### src/rtl/rdlvl_pkg.sv
package rdlvl_pkg;

  localparam int LANE_BITS = 8;

  typedef enum logic [2:0] {
    S_IDLE, S_MR_ON, S_SETTLE, S_RD_REQ, S_RD_WAIT, S_STEP, S_MR_OFF, S_DONE
  } sweep_state_e;

  localparam logic [1:0]  MR_SEL_PATTERN = 2'd3;
  localparam logic [15:0] MR_VAL_PATTERN = 16'h0004;
  localparam logic [15:0] MR_VAL_NORMAL  = 16'h0000;

  // expected byte from the strobe edge: all zeros rising, all ones falling
  function automatic logic [LANE_BITS-1:0] expect_byte(input logic fall);
    return {LANE_BITS{fall}};
  endfunction

  // centre of a pass window, fraction dropped
  function automatic logic [15:0] mid_code(input logic [15:0] lo, input logic [15:0] hi);
    logic [16:0] sum;
    sum = {1'b0, lo} + {1'b0, hi};
    return sum[16:1];
  endfunction

endpackage

### src/rtl/rdlvl_settle_timer.sv
module rdlvl_settle_timer #(
  parameter int SETTLE_CYC = 4,
  parameter int CNT_W      = 3
) (
  input  logic clk,
  input  logic rst_n,
  input  logic load_i,
  input  logic tick_i,
  output logic expired_o
);
  localparam logic [CNT_W-1:0] LOAD_VAL = CNT_W'(SETTLE_CYC);

  logic [CNT_W-1:0] cnt_q;

  always_ff @(posedge clk or negedge rst_n) begin
    if (!rst_n)                       cnt_q <= '0;
    else if (load_i)                  cnt_q <= LOAD_VAL;
    else if (tick_i && cnt_q != '0)   cnt_q <= cnt_q - 1'b1;
  end

  assign expired_o = (cnt_q == '0);


  settle_count_chk: assert property (@(posedge clk) disable iff (!rst_n)
    load_i |=> cnt_q == LOAD_VAL);
endmodule

### src/rtl/rdlvl_seq.sv
module rdlvl_seq
  import rdlvl_pkg::*;
#(
  parameter int CODE_W   = 7,
  parameter int MAX_CODE = 127
) (
  input  logic              clk,
  input  logic              rst_n,
  input  logic              start_i,
  input  logic              ack_i,
  input  logic              resp_valid_i,
  input  logic              settle_done_i,
  output logic [CODE_W-1:0] code_o,
  output logic              sweeping_o,
  output logic              clear_o,
  output logic              sample_o,
  output logic              commit_o,
  output logic              settle_load_o,
  output logic              settle_tick_o,
  output logic              done_o,
  output logic              cmd_req_o,
  output logic              cmd_is_read_o,
  output logic [1:0]        cmd_mr_sel_o,
  output logic [15:0]       cmd_mr_val_o
);
  localparam logic [CODE_W-1:0] LAST_CODE = CODE_W'(MAX_CODE);

  sweep_state_e      state_q, state_d;
  logic [CODE_W-1:0] code_q;
  logic              at_last;

  assign at_last = (code_q == LAST_CODE);

  always_comb begin
    state_d = state_q;
    unique case (state_q)
      S_IDLE:    if (start_i)       state_d = S_MR_ON;
      S_MR_ON:   if (ack_i)         state_d = S_SETTLE;
      S_SETTLE:  if (settle_done_i) state_d = S_RD_REQ;
      S_RD_REQ:  if (ack_i)         state_d = S_RD_WAIT;
      S_RD_WAIT: if (resp_valid_i)  state_d = S_STEP;
      S_STEP:    state_d = at_last ? S_MR_OFF : S_SETTLE;
      S_MR_OFF:  if (ack_i)         state_d = S_DONE;
      S_DONE:    state_d = S_IDLE;
      default:   state_d = S_IDLE;
    endcase
  end

  always_ff @(posedge clk or negedge rst_n) begin
    if (!rst_n) begin
      state_q <= S_IDLE;
      code_q  <= '0;
    end else begin
      state_q <= state_d;
      if (clear_o)                        code_q <= '0;
      else if (state_q == S_STEP && !at_last) code_q <= code_q + 1'b1;
    end
  end

  assign code_o        = code_q;
  assign sweeping_o    = (state_q != S_IDLE) && (state_q != S_DONE);
  assign clear_o       = (state_q == S_IDLE) && start_i;
  assign sample_o      = (state_q == S_RD_WAIT) && resp_valid_i;
  assign commit_o      = (state_q == S_MR_OFF) && ack_i;
  assign settle_load_o = ((state_q == S_MR_ON) && ack_i) || ((state_q == S_STEP) && !at_last);
  assign settle_tick_o = (state_q == S_SETTLE);
  assign done_o        = (state_q == S_DONE);

  always_comb begin
    cmd_req_o     = 1'b0;
    cmd_is_read_o = 1'b0;
    cmd_mr_sel_o  = 2'd0;
    cmd_mr_val_o  = 16'h0000;
    unique case (state_q)
      S_MR_ON:  begin cmd_req_o = 1'b1; cmd_mr_sel_o = MR_SEL_PATTERN; cmd_mr_val_o = MR_VAL_PATTERN; end
      S_MR_OFF: begin cmd_req_o = 1'b1; cmd_mr_sel_o = MR_SEL_PATTERN; cmd_mr_val_o = MR_VAL_NORMAL; end
      S_RD_REQ: begin cmd_req_o = 1'b1; cmd_is_read_o = 1'b1; end
      default:  ;
    endcase
  end


  pattern_on_first_chk: assert property (@(posedge clk) disable iff (!rst_n)
    clear_o |=> cmd_req_o && !cmd_is_read_o && cmd_mr_val_o == MR_VAL_PATTERN);

  cmd_hold_chk: assert property (@(posedge clk) disable iff (!rst_n)
    (cmd_req_o && !ack_i) |=> cmd_req_o && $stable(cmd_is_read_o) && $stable(cmd_mr_val_o));

  code_step_chk: assert property (@(posedge clk) disable iff (!rst_n)
    (sample_o && !at_last) |=> ##1 code_q == $past(code_q, 2) + 1'b1);

  code_range_chk: assert property (@(posedge clk) disable iff (!rst_n)
    code_q <= LAST_CODE);

  done_pulse_chk: assert property (@(posedge clk) disable iff (!rst_n)
    done_o |=> !done_o);

  normal_before_done_chk: assert property (@(posedge clk) disable iff (!rst_n)
    done_o |-> $past(cmd_req_o) && $past(cmd_mr_val_o) == MR_VAL_NORMAL);
endmodule

### src/rtl/rdlvl_lane_win.sv
module rdlvl_lane_win
  import rdlvl_pkg::*;
#(
  parameter int CODE_W   = 7,
  parameter int DEF_CODE = 32
) (
  input  logic                 clk,
  input  logic                 rst_n,
  input  logic                 clear_i,
  input  logic                 sample_i,
  input  logic                 commit_i,
  input  logic [CODE_W-1:0]    code_i,
  input  logic [LANE_BITS-1:0] resp_i,
  input  logic [LANE_BITS-1:0] expect_i,
  output logic                 hit_o,
  output logic [CODE_W-1:0]    final_o,
  output logic                 err_o
);
  localparam logic [CODE_W-1:0] DEF_VAL = CODE_W'(DEF_CODE);

  logic              found_q;
  logic [CODE_W-1:0] low_q, high_q, final_q;
  logic              err_q;
  logic [CODE_W-1:0] centre;

  assign hit_o  = (resp_i == expect_i);
  assign centre = CODE_W'(mid_code(16'(low_q), 16'(high_q)));

  always_ff @(posedge clk or negedge rst_n) begin
    if (!rst_n) begin
      found_q <= 1'b0;
      low_q   <= '0;
      high_q  <= '0;
      final_q <= DEF_VAL;
      err_q   <= 1'b0;
    end else if (clear_i) begin
      found_q <= 1'b0;
    end else if (sample_i && hit_o) begin
      if (!found_q) low_q <= code_i;
      high_q  <= code_i;
      found_q <= 1'b1;
    end else if (commit_i) begin
      final_q <= found_q ? centre : DEF_VAL;
      err_q   <= !found_q;
    end
  end

  assign final_o = final_q;
  assign err_o   = err_q;


  win_order_chk: assert property (@(posedge clk) disable iff (!rst_n)
    found_q |-> low_q <= high_q);

  window_bound_chk: assert property (@(posedge clk) disable iff (!rst_n)
    (commit_i && found_q) |=> final_o >= $past(low_q) && final_o <= $past(high_q));

  err_default_chk: assert property (@(posedge clk) disable iff (!rst_n)
    err_o |-> final_o == DEF_VAL);
endmodule

### src/rtl/rdlvl_sweep.sv
module rdlvl_sweep
  import rdlvl_pkg::*;
#(
  parameter int LANES      = 2,
  parameter int CODE_W     = 7,
  parameter int MAX_CODE   = 127,
  parameter int DEF_CODE   = 32,
  parameter int SETTLE_CYC = 4
) (
  input  logic                      clk,
  input  logic                      rst_n,
  input  logic                      start_i,
  input  logic                      edge_fall_i,
  output logic                      done_o,
  output logic                      cmd_req_o,
  input  logic                      cmd_ack_i,
  output logic                      cmd_is_read_o,
  output logic [1:0]                cmd_mr_sel_o,
  output logic [15:0]               cmd_mr_val_o,
  input  logic                      resp_valid_i,
  input  logic [LANES*LANE_BITS-1:0] resp_data_i,
  output logic [LANES*CODE_W-1:0]   dly_code_o,
  output logic [LANES-1:0]          lane_err_o
);
  localparam int CNT_W = (SETTLE_CYC < 1) ? 1 : $clog2(SETTLE_CYC + 1);

  logic [CODE_W-1:0]    sweep_code;
  logic                 sweeping, clear_evt, sample_evt, commit_evt;
  logic                 settle_load, settle_tick, settle_done;
  logic                 edge_q;
  logic [LANE_BITS-1:0] expect_val;
  logic [LANES-1:0]     lane_hit;

  rdlvl_seq #(.CODE_W(CODE_W), .MAX_CODE(MAX_CODE)) u_seq (
    .clk(clk), .rst_n(rst_n), .start_i(start_i), .ack_i(cmd_ack_i),
    .resp_valid_i(resp_valid_i), .settle_done_i(settle_done),
    .code_o(sweep_code), .sweeping_o(sweeping), .clear_o(clear_evt),
    .sample_o(sample_evt), .commit_o(commit_evt),
    .settle_load_o(settle_load), .settle_tick_o(settle_tick), .done_o(done_o),
    .cmd_req_o(cmd_req_o), .cmd_is_read_o(cmd_is_read_o),
    .cmd_mr_sel_o(cmd_mr_sel_o), .cmd_mr_val_o(cmd_mr_val_o));

  rdlvl_settle_timer #(.SETTLE_CYC(SETTLE_CYC), .CNT_W(CNT_W)) u_settle (
    .clk(clk), .rst_n(rst_n), .load_i(settle_load), .tick_i(settle_tick),
    .expired_o(settle_done));

  always_ff @(posedge clk or negedge rst_n) begin
    if (!rst_n)         edge_q <= 1'b0;
    else if (clear_evt) edge_q <= edge_fall_i;
  end

  assign expect_val = expect_byte(edge_q);

  for (genvar g = 0; g < LANES; g++) begin : g_lane
    logic [CODE_W-1:0] lane_final;
    rdlvl_lane_win #(.CODE_W(CODE_W), .DEF_CODE(DEF_CODE)) u_win (
      .clk(clk), .rst_n(rst_n), .clear_i(clear_evt), .sample_i(sample_evt),
      .commit_i(commit_evt), .code_i(sweep_code),
      .resp_i(resp_data_i[g*LANE_BITS +: LANE_BITS]), .expect_i(expect_val),
      .hit_o(lane_hit[g]), .final_o(lane_final), .err_o(lane_err_o[g]));
    assign dly_code_o[g*CODE_W +: CODE_W] = sweeping ? sweep_code : lane_final;
  end

  // cycles since the last code change, for the settle check
  logic [CNT_W:0] since_q;
  always_ff @(posedge clk or negedge rst_n) begin
    if (!rst_n)                since_q <= '0;
    else if (settle_load)      since_q <= '0;
    else if (since_q != '1)    since_q <= since_q + 1'b1;
  end


  settle_gap_chk: assert property (@(posedge clk) disable iff (!rst_n)
    $rose(cmd_req_o && cmd_is_read_o) |-> since_q >= (CNT_W+1)'(SETTLE_CYC));

  edge_hold_chk: assert property (@(posedge clk) disable iff (!rst_n)
    (sweeping && !clear_evt) |=> $stable(edge_q));

  hit_match_chk: assert property (@(posedge clk) disable iff (!rst_n)
    lane_hit[0] |-> resp_data_i[LANE_BITS-1:0] == {LANE_BITS{edge_q}});
endmodule

### config.mk
export PLATFORM = sky130hd
export DESIGN_NAME = rdlvl_sweep
export DESIGN_NICKNAME = d
export VERILOG_FILES = /design/src/rtl/rdlvl_pkg.sv /design/src/rtl/rdlvl_settle_timer.sv /design/src/rtl/rdlvl_seq.sv /design/src/rtl/rdlvl_lane_win.sv /design/src/rtl/rdlvl_sweep.sv
export SDC_FILE = /design/constraint.sdc
export NUM_CORES = 1
export LEC_CHECK = 0
export BUFFER_PORTS_ARGS = -buffer_cell sky130_fd_sc_hd__buf_2
export CAP_MARGIN = 20
export CELL_PAD_IN_SITES_DETAIL_PLACEMENT = 0
export CELL_PAD_IN_SITES_GLOBAL_PLACEMENT = 1
export CORE_ASPECT_RATIO = 2
export CORE_MARGIN = 4
export CORE_UTILIZATION = 45
export CTS_CLUSTER_SIZE = 12
export DETAILED_ROUTE_END_ITERATION = 6
export HOLD_SLACK_MARGIN = 0.1
export PLACE_DENSITY_LB_ADDON = 0.1
export SYNTH_ARGS = -nofsm -noshare
export SYNTH_HDL_FRONTEND = slang
export SYNTH_SLANG_ARGS = --single-unit
export TNS_END_PERCENT = 1
### constraint.sdc
create_clock -name clk -period 4.49 [get_ports clk]
set_input_delay 1.347 -clock clk [delete_from_list [all_inputs] [get_ports clk]]
set_output_delay 1.347 -clock clk [all_outputs]
set_load 0.02 [all_outputs]
### Yosys cells after proc, flatten, opt, wreduce, memory -nomap -nowiden

Index checks and enable logic that the tools add are counted.

| word-level totals | value |
|---|---|
| register bits after elaboration | 60 |
| bits in latches | 0 |
| memory bits (writable) | 0 |
| bits in read-only memories | 0 |
| input bits | 22 |
| output and inout bits | 37 |
| logic and storage cells | 94 |
| memories | 0 |

| cells by class | value |
|---|---|
| $add $sub $neg | 4 |
| multipliers | 0 |
| divide/modulo/power cells | 0 |
| order comparisons | 0 |
| equal/unequal tests | 17 |
| shift operators | 0 |
| multiplexer cells | 24 |
| bitwise operators | 5 |
| reduce and logical (&&, ||, !) cells | 30 |

Operators with widths:

| operator | count |
|---|---|
| 7-bit 2-to-1 mux | 6 |
| 3-bit 2-to-1 mux | 10 |
| 3-bit case mux with 8 select lines | 1 |
| 7-bit by 7-bit adder with 8-bit output | 2 |
| 8-bit equality test | 2 |
| 3-bit equality test (second input constant) | 4 |
| 2-bit inequality test (second input constant) | 6 |
| 3-bit AND reduction | 4 |
| 1-bit logical AND | 9 |
| 2-bit nonzero test | 4 |
| 7-bit by 1-bit adder with 7-bit output (second input constant) | 1 |
| 7-bit equality test (second input constant) | 1 |
| 3-bit by 2-bit equality test with 1-bit output (second input constant) | 2 |
| 3-bit logical NOT | 2 |
| 1-bit 2-to-1 mux | 6 |
| 6-bit AND reduction | 1 |
| 3-bit nonzero test | 2 |
| 1-bit inverter | 5 |
| 2-bit AND reduction | 2 |
| 3-bit by 1-bit equality test with 1-bit output (second input constant) | 1 |
| 1-bit logical NOT | 3 |
| 3-bit inequality test (second input constant) | 1 |
| 3-bit OR reduction | 1 |
| 3-bit by 1-bit subtractor with 3-bit output (second input constant) | 1 |
| 3 further kinds | 3 |

### Longest topological paths before layout

| logic depth | value |
|---|---|
| depth after elaboration | 5 |
| depth in mapped cells | 8 |
| depth with buffers taken out | 8 |

### Cells and area by module

Synthesis repeated with hierarchy kept, for this count alone.

| second synthesis, totals | value |
|---|---|
| cell total of the unflattened synthesis | 323 |
| area total of the unflattened synthesis | 3659.8 um^2 |

Modules (own cells, without submodules):

| module | instances | cells an instance | area each (um^2) | sequential area each (um^2) |
|---|---|---|---|---|
| rdlvl_lane_win | 2 | 102 | 1268.7 | 576.8 |
| rdlvl_seq | 1 | 85 | 733.2 | 250.2 |
| rdlvl_sweep | 1 | 17 | 205.2 | 25.0 |
| rdlvl_settle_timer | 1 | 17 | 183.9 | 75.1 |

### Least setup slack after synthesis

Ideal clock, no wire load.

| timing path | value |
|---|---|
| kind | register to output |
| from | reg u_seq.state_q[2] |
| to | out cmd_mr_sel_o[1] |
| arrival | 1710 ps |
| required time | 3143 ps |
| slack | 1433 ps |
| cell stages (with the launch flop) | 6 |
| path buffers | 3 |
| cell sequence | dfrtp_1 buf_4 buf_2 nor3_1 nand2b_1 buf_4 |

| on the way | value |
|---|---|
| word-level cells in the longest chain between the ends | 3 |
| elaborated cells between the ends (all ways) | 4 |
| classes of those cells | eq/ne (2); mux (1); reduce/logical (1) |

RTL lines:

| what | line | RTL |
|---|---|---|
| start: declaration | rdlvl_seq.sv:28 | `sweep_state_e state_q, state_d;` |
| start signal: assignment | rdlvl_seq.sv:54 | `state_q <= state_d;` |
| 3-bit by 1-bit equality test with 1-bit output or 3-bit equality test (tied branches) | rdlvl_seq.sv:74 | `unique case (state_q)` |
| 2-bit OR reduction (no source line) * | n/a |  |
| 2-bit 2-to-1 mux * | rdlvl_seq.sv:74 |  |
| end: declaration | rdlvl_sweep.sv:18 | `output logic [1:0] cmd_mr_sel_o,` |

Mark *: on every way between the ends. The rest lies on a longest branch, timed or not.

### Worst setup path in the final report

| timing path | value |
|---|---|
| from | reg u_seq.state_q[2] |
| to | out dly_code_o[13] |

| on the way | value |
|---|---|
| word-level cells in the longest chain between the ends | 3 |
| elaborated cells between the ends (all ways) | 4 |
| classes of those cells | eq/ne (1); mux (1); reduce/logical (2) |

RTL lines:

| what | line | RTL |
|---|---|---|
| 3-bit inequality test or 3-bit nonzero test (tied branches) | rdlvl_seq.sv:61 | `assign sweeping_o = (state_q != S_IDLE) && (state_q != S_DONE);` |
| 1-bit logical AND * | rdlvl_seq.sv:61 |  |
| 7-bit 2-to-1 mux * | rdlvl_sweep.sv:61 | `assign dly_code_o[g*CODE_W +: CODE_W] = sweeping ? sweep_code : lane_final;` |
| end: declaration | rdlvl_sweep.sv:22 | `output logic [LANES*CODE_W-1:0] dly_code_o,` |

Marks and branches as above.

==> flow_summary_export.csv <==
group,metric,value,unit
status,status,"completed",
clock_network,cts-buffers-inserted,9,
global_routing,antenna_found_initial,0,
setup_path,slowest_stage,"nor2_2",
worst_hold_path,hold_depth,2,
clock_network,root_buffer,"clkbuf_16",
clock_network,cts_tree,"built",
sta,slew_headroom,0.350,
sta,fin_skew,4.60,ps
clock_network,clkSlewWorstSetupHoldPaths,50,ps
global_routing,grtUsageTotal,0.175,
flow_run,maxCapViolations,0,
power_and_ir_drop,ir_drop,373,uV
synth,synth_warnings,0,
clock_network,ctsHoldBuffers,0,
layout,area_growth,12.7,%
setup_path,r2r_setup_slack,2230,ps
global_routing,grt_pass1_vias,2519,
synth,synth_edf_count,0,
setup_path,rr_worst_depth,4,
die,num_rows,44,
layout,final_nets,386,
synth,synth_flop_cell,"dfrtp_1",
layout,diodes,0,
clock_network,postCtsSetupRepairBufs,0,
detailed_routing,dr.pass1.iters,3,
clock_network,cts_resized,0,
detailed_routing,wl,7460,um
worst_hold_path,hp-start,"g_lane[1].u_win.final_o[0]",
power_and_ir_drop,power_density,458,nW/um^2
synth,ys_async_sr_fraction,1.00,
synth,ys_ff_latch,60,
sta,final.setup.tns,0,ps
detailed_routing,vias,2387,
die,core_area,7380,sq um
sta,max_freq,0.269,GHz
synth,synth_cells,311,
layout,nFillCells,718,
setup_path,criticalPathCategory,"reg -> out",
clock_network,clockBufferDepth,2,
setup_path,critPathLaunch,"u_seq.state_q[2]",
detailed_routing,wl_per_cell,16.8,um
layout,layout-drive-gt1-share,0.342,
global_routing,grt_start_max_net_pins,32,
setup_path,worstPathArrival,2360,ps
synth,syn_area_per_cell,11.0,sq um
power_and_ir_drop,power.static_leakage,0.00197,uW
placement,gp_congestion,0.791,
sta,maxSlewViolCount,0,
die,ios,59,
detailed_routing,drtAntennaViolNets,0,
sta,fin_crit,3710,ps
global_routing,grt_pass1_wl,12500,um
placement,pre_cts_ws,1120,ps
clock_network,worstSkewPairLatency,320,ps
sta,rsz0062_at_grt,"no",
setup_path,cp_max_fo,16,
die,die_height,132,um
die,die_x,69.8,um
setup_path,path_cells,"and3_1 -> nor2_2 -> mux2_2 -> buf_2",
sta,min_period_over_period,0.827,
sta,setup_viol,0,
setup_path,cp-start-kind,"flip-flop",
clock_network,cts_max_level,3,
synth,yosysTopAreaCell,"dfrtp_1",
detailed_routing,drt_drc_violations_left,0,
sta,finalHoldViolCount,0,
sta,fin_ws,778,ps
detailed_routing,vias_per_cell,5.39,
synth,synth_top_area_share,0.422,
setup_path,crit_family,"simple AND/OR/NAND/NOR gates",
synth,synthDistinctLibCells,50,
setup_path,worstReg2RegEnd,"g_lane[1].u_win.final_o[6]",
detailed_routing,drt-initial-drc-count,102,
worst_hold_path,worstHoldEndpoint,"g_lane[1].u_win.final_o[0]",
placement,io_buffer_count,43,
setup_path,worstPathRequired,3140,ps
die,dieArea,9180,sq um
clock_network,cts_sinks,60,
setup_path,reg2reg_from,"u_seq.state_q[1]",
global_routing,grt_overflow,0,
worst_hold_path,hp-class,"reg -> reg",
setup_path,crit_buf_inv,1,
synth,netlist_area,3440,sq um
setup_path,cpPeakStageDelay,600,ps
placement,hpwlAfterDp,5620,um
die,start_util,0.466,
synth,yosys-top-cells-area,"dfrtp_1, mux2_2, ha_1",
setup_path,crit_path_end_kind,"output port",
sta,max_slew.worst_pin.slew,972,ps
synth,synth_seq_area_share,0.438,
[tightest hold or removal path, stage by stage (launching register included)]
cell and delay [ps]:
dfrtp_1 330, nand2_1 50, nand2_1 40
[synthesized netlist by cell type (2+ instances only)]
master / count
nand3_1: 6
a31o_2: 2
nand4_1: 7
xnor2_1: 7
nor4_1: 4
ha_1: 15
inv_1: 7
buf_4: 22
buf_2: 6
a2111oi_0: 2
o211ai_1: 2
nand2_2: 2
a31oi_1: 2
nand3_4: 2
nor2_1: 15
o31ai_1: 5
dfrtp_1: 58
xor2_1: 8
fa_1: 2
a211oi_1: 4
a21oi_2: 2
clkbuf_1: 3
a21oi_1: 9
o21bai_1: 2
o21ai_0: 16
and3_1: 3
a21o_1: 3
dfstp_2: 2
mux2_2: 42
nor3_1: 2
o31ai_2: 2
clkbuf_2: 2
nand2_1: 28
[sequential cells by signal (all words and copies together) (netlist names)]
register,cells
g_lane.u_win.found_q,2
u_seq.code_o,7
g_lane.u_win.high_q,14
edge_q,1
g_lane.u_win.low_q,14
g_lane.u_win.err_o,2
u_settle.cnt_q,3
u_seq.state_q,3
g_lane.u_win.final_o,14
[final cells by class]
class / instances / area (sq um) / area share
tap: 92 / 115 / 0.0297
timing repair buffer: 45 / 230 / 0.0595
clock buffer: 12 / 236 / 0.0611
inverter: 7 / 26.3 / 0.00679
multi-input combinational: 224 / 1740 / 0.451
sequential: 60 / 1500 / 0.388
clock inverter: 3 / 15.0 / 0.00388
[worst max-delay path by stage]
stage	cells after the start	slack, ps	to
6_report	4	780	dly_code_o[13]
5_1_grt	4	630	dly_code_o[13]
4_1_cts	4	760	dly_code_o[13]
3_5_place_dp	4	1120	dly_code_o[13]
3_3_place_gp	4	1180	dly_code_o[9]
2_1_floorplan	5	1430	cmd_mr_sel_o[1]
[placed cells by master, fill, tap and decap left out, types with 3 or more instances in the layout]
master	n
a211oi_1	4
a21o_1	3
a21oi_1	9
and3_1	3
buf_2	43
clkbuf_1	3
clkbuf_16	9
clkinv_2	3
conb_1	15
dfrtp_1	58
ha_1	15
inv_1	7
mux2_2	42
nand2_1	28
nand3_1	6
nand4_1	7
nor2_1	15
nor4_1	4
o21ai_0	16
o31ai_1	5
xnor2_1	7
xor2_1	8
[cell families after synthesis]
family	Yosys count	share of synthesized area
buffers and inverters	41	0.0717
xor gates and xnor gates	15	0.0382
adders and majority gates	17	0.0663
muxes	44	0.147
other	1	0.00109
and+or+nand+nor	78	0.124
DFF	60	0.438
AOI/OAI and AO/OA	55	0.114
[through the flow]
stage / cell area, sq um / hold slack [ps] / instances / total power [uW] / util
4_1_cts: 3870 / 465 / 443 / 1800 / 0.525
2_1_floorplan: 3490 / 435 / 325 / 1110 / -
3_5_place_dp: 3620 / 454 / 428 / 1200 / 0.491
5_1_grt: 3870 / 512 / 443 / 1890 / 0.525
3_3_place_gp: 3620 / 447 / 428 / 1190 / 0.491
6_report: 3870 / 456 / 443 / 1770 / 0.525
[report_power, final]
group          leakage [uW]  switching, uW  total [uW]  internal [uW]
Sequential         0.000815           92.8         697            605
Combinational       0.00103            291         486            195
Clock              0.000126            223         590            367
[per-layer routing]
metal	part of all wire	global-route usage	routed length [um]	vias up
met5	0	0	0	-
met4	0.028	0.0778	207	0
met3	0.029	0.0336	220	13
met2	0.57	0.323	4230	36
met1	0.38	0.189	2810	1192
li1	-	-	-	1146
No activity file was read; power rests on OpenSTA's default activity.
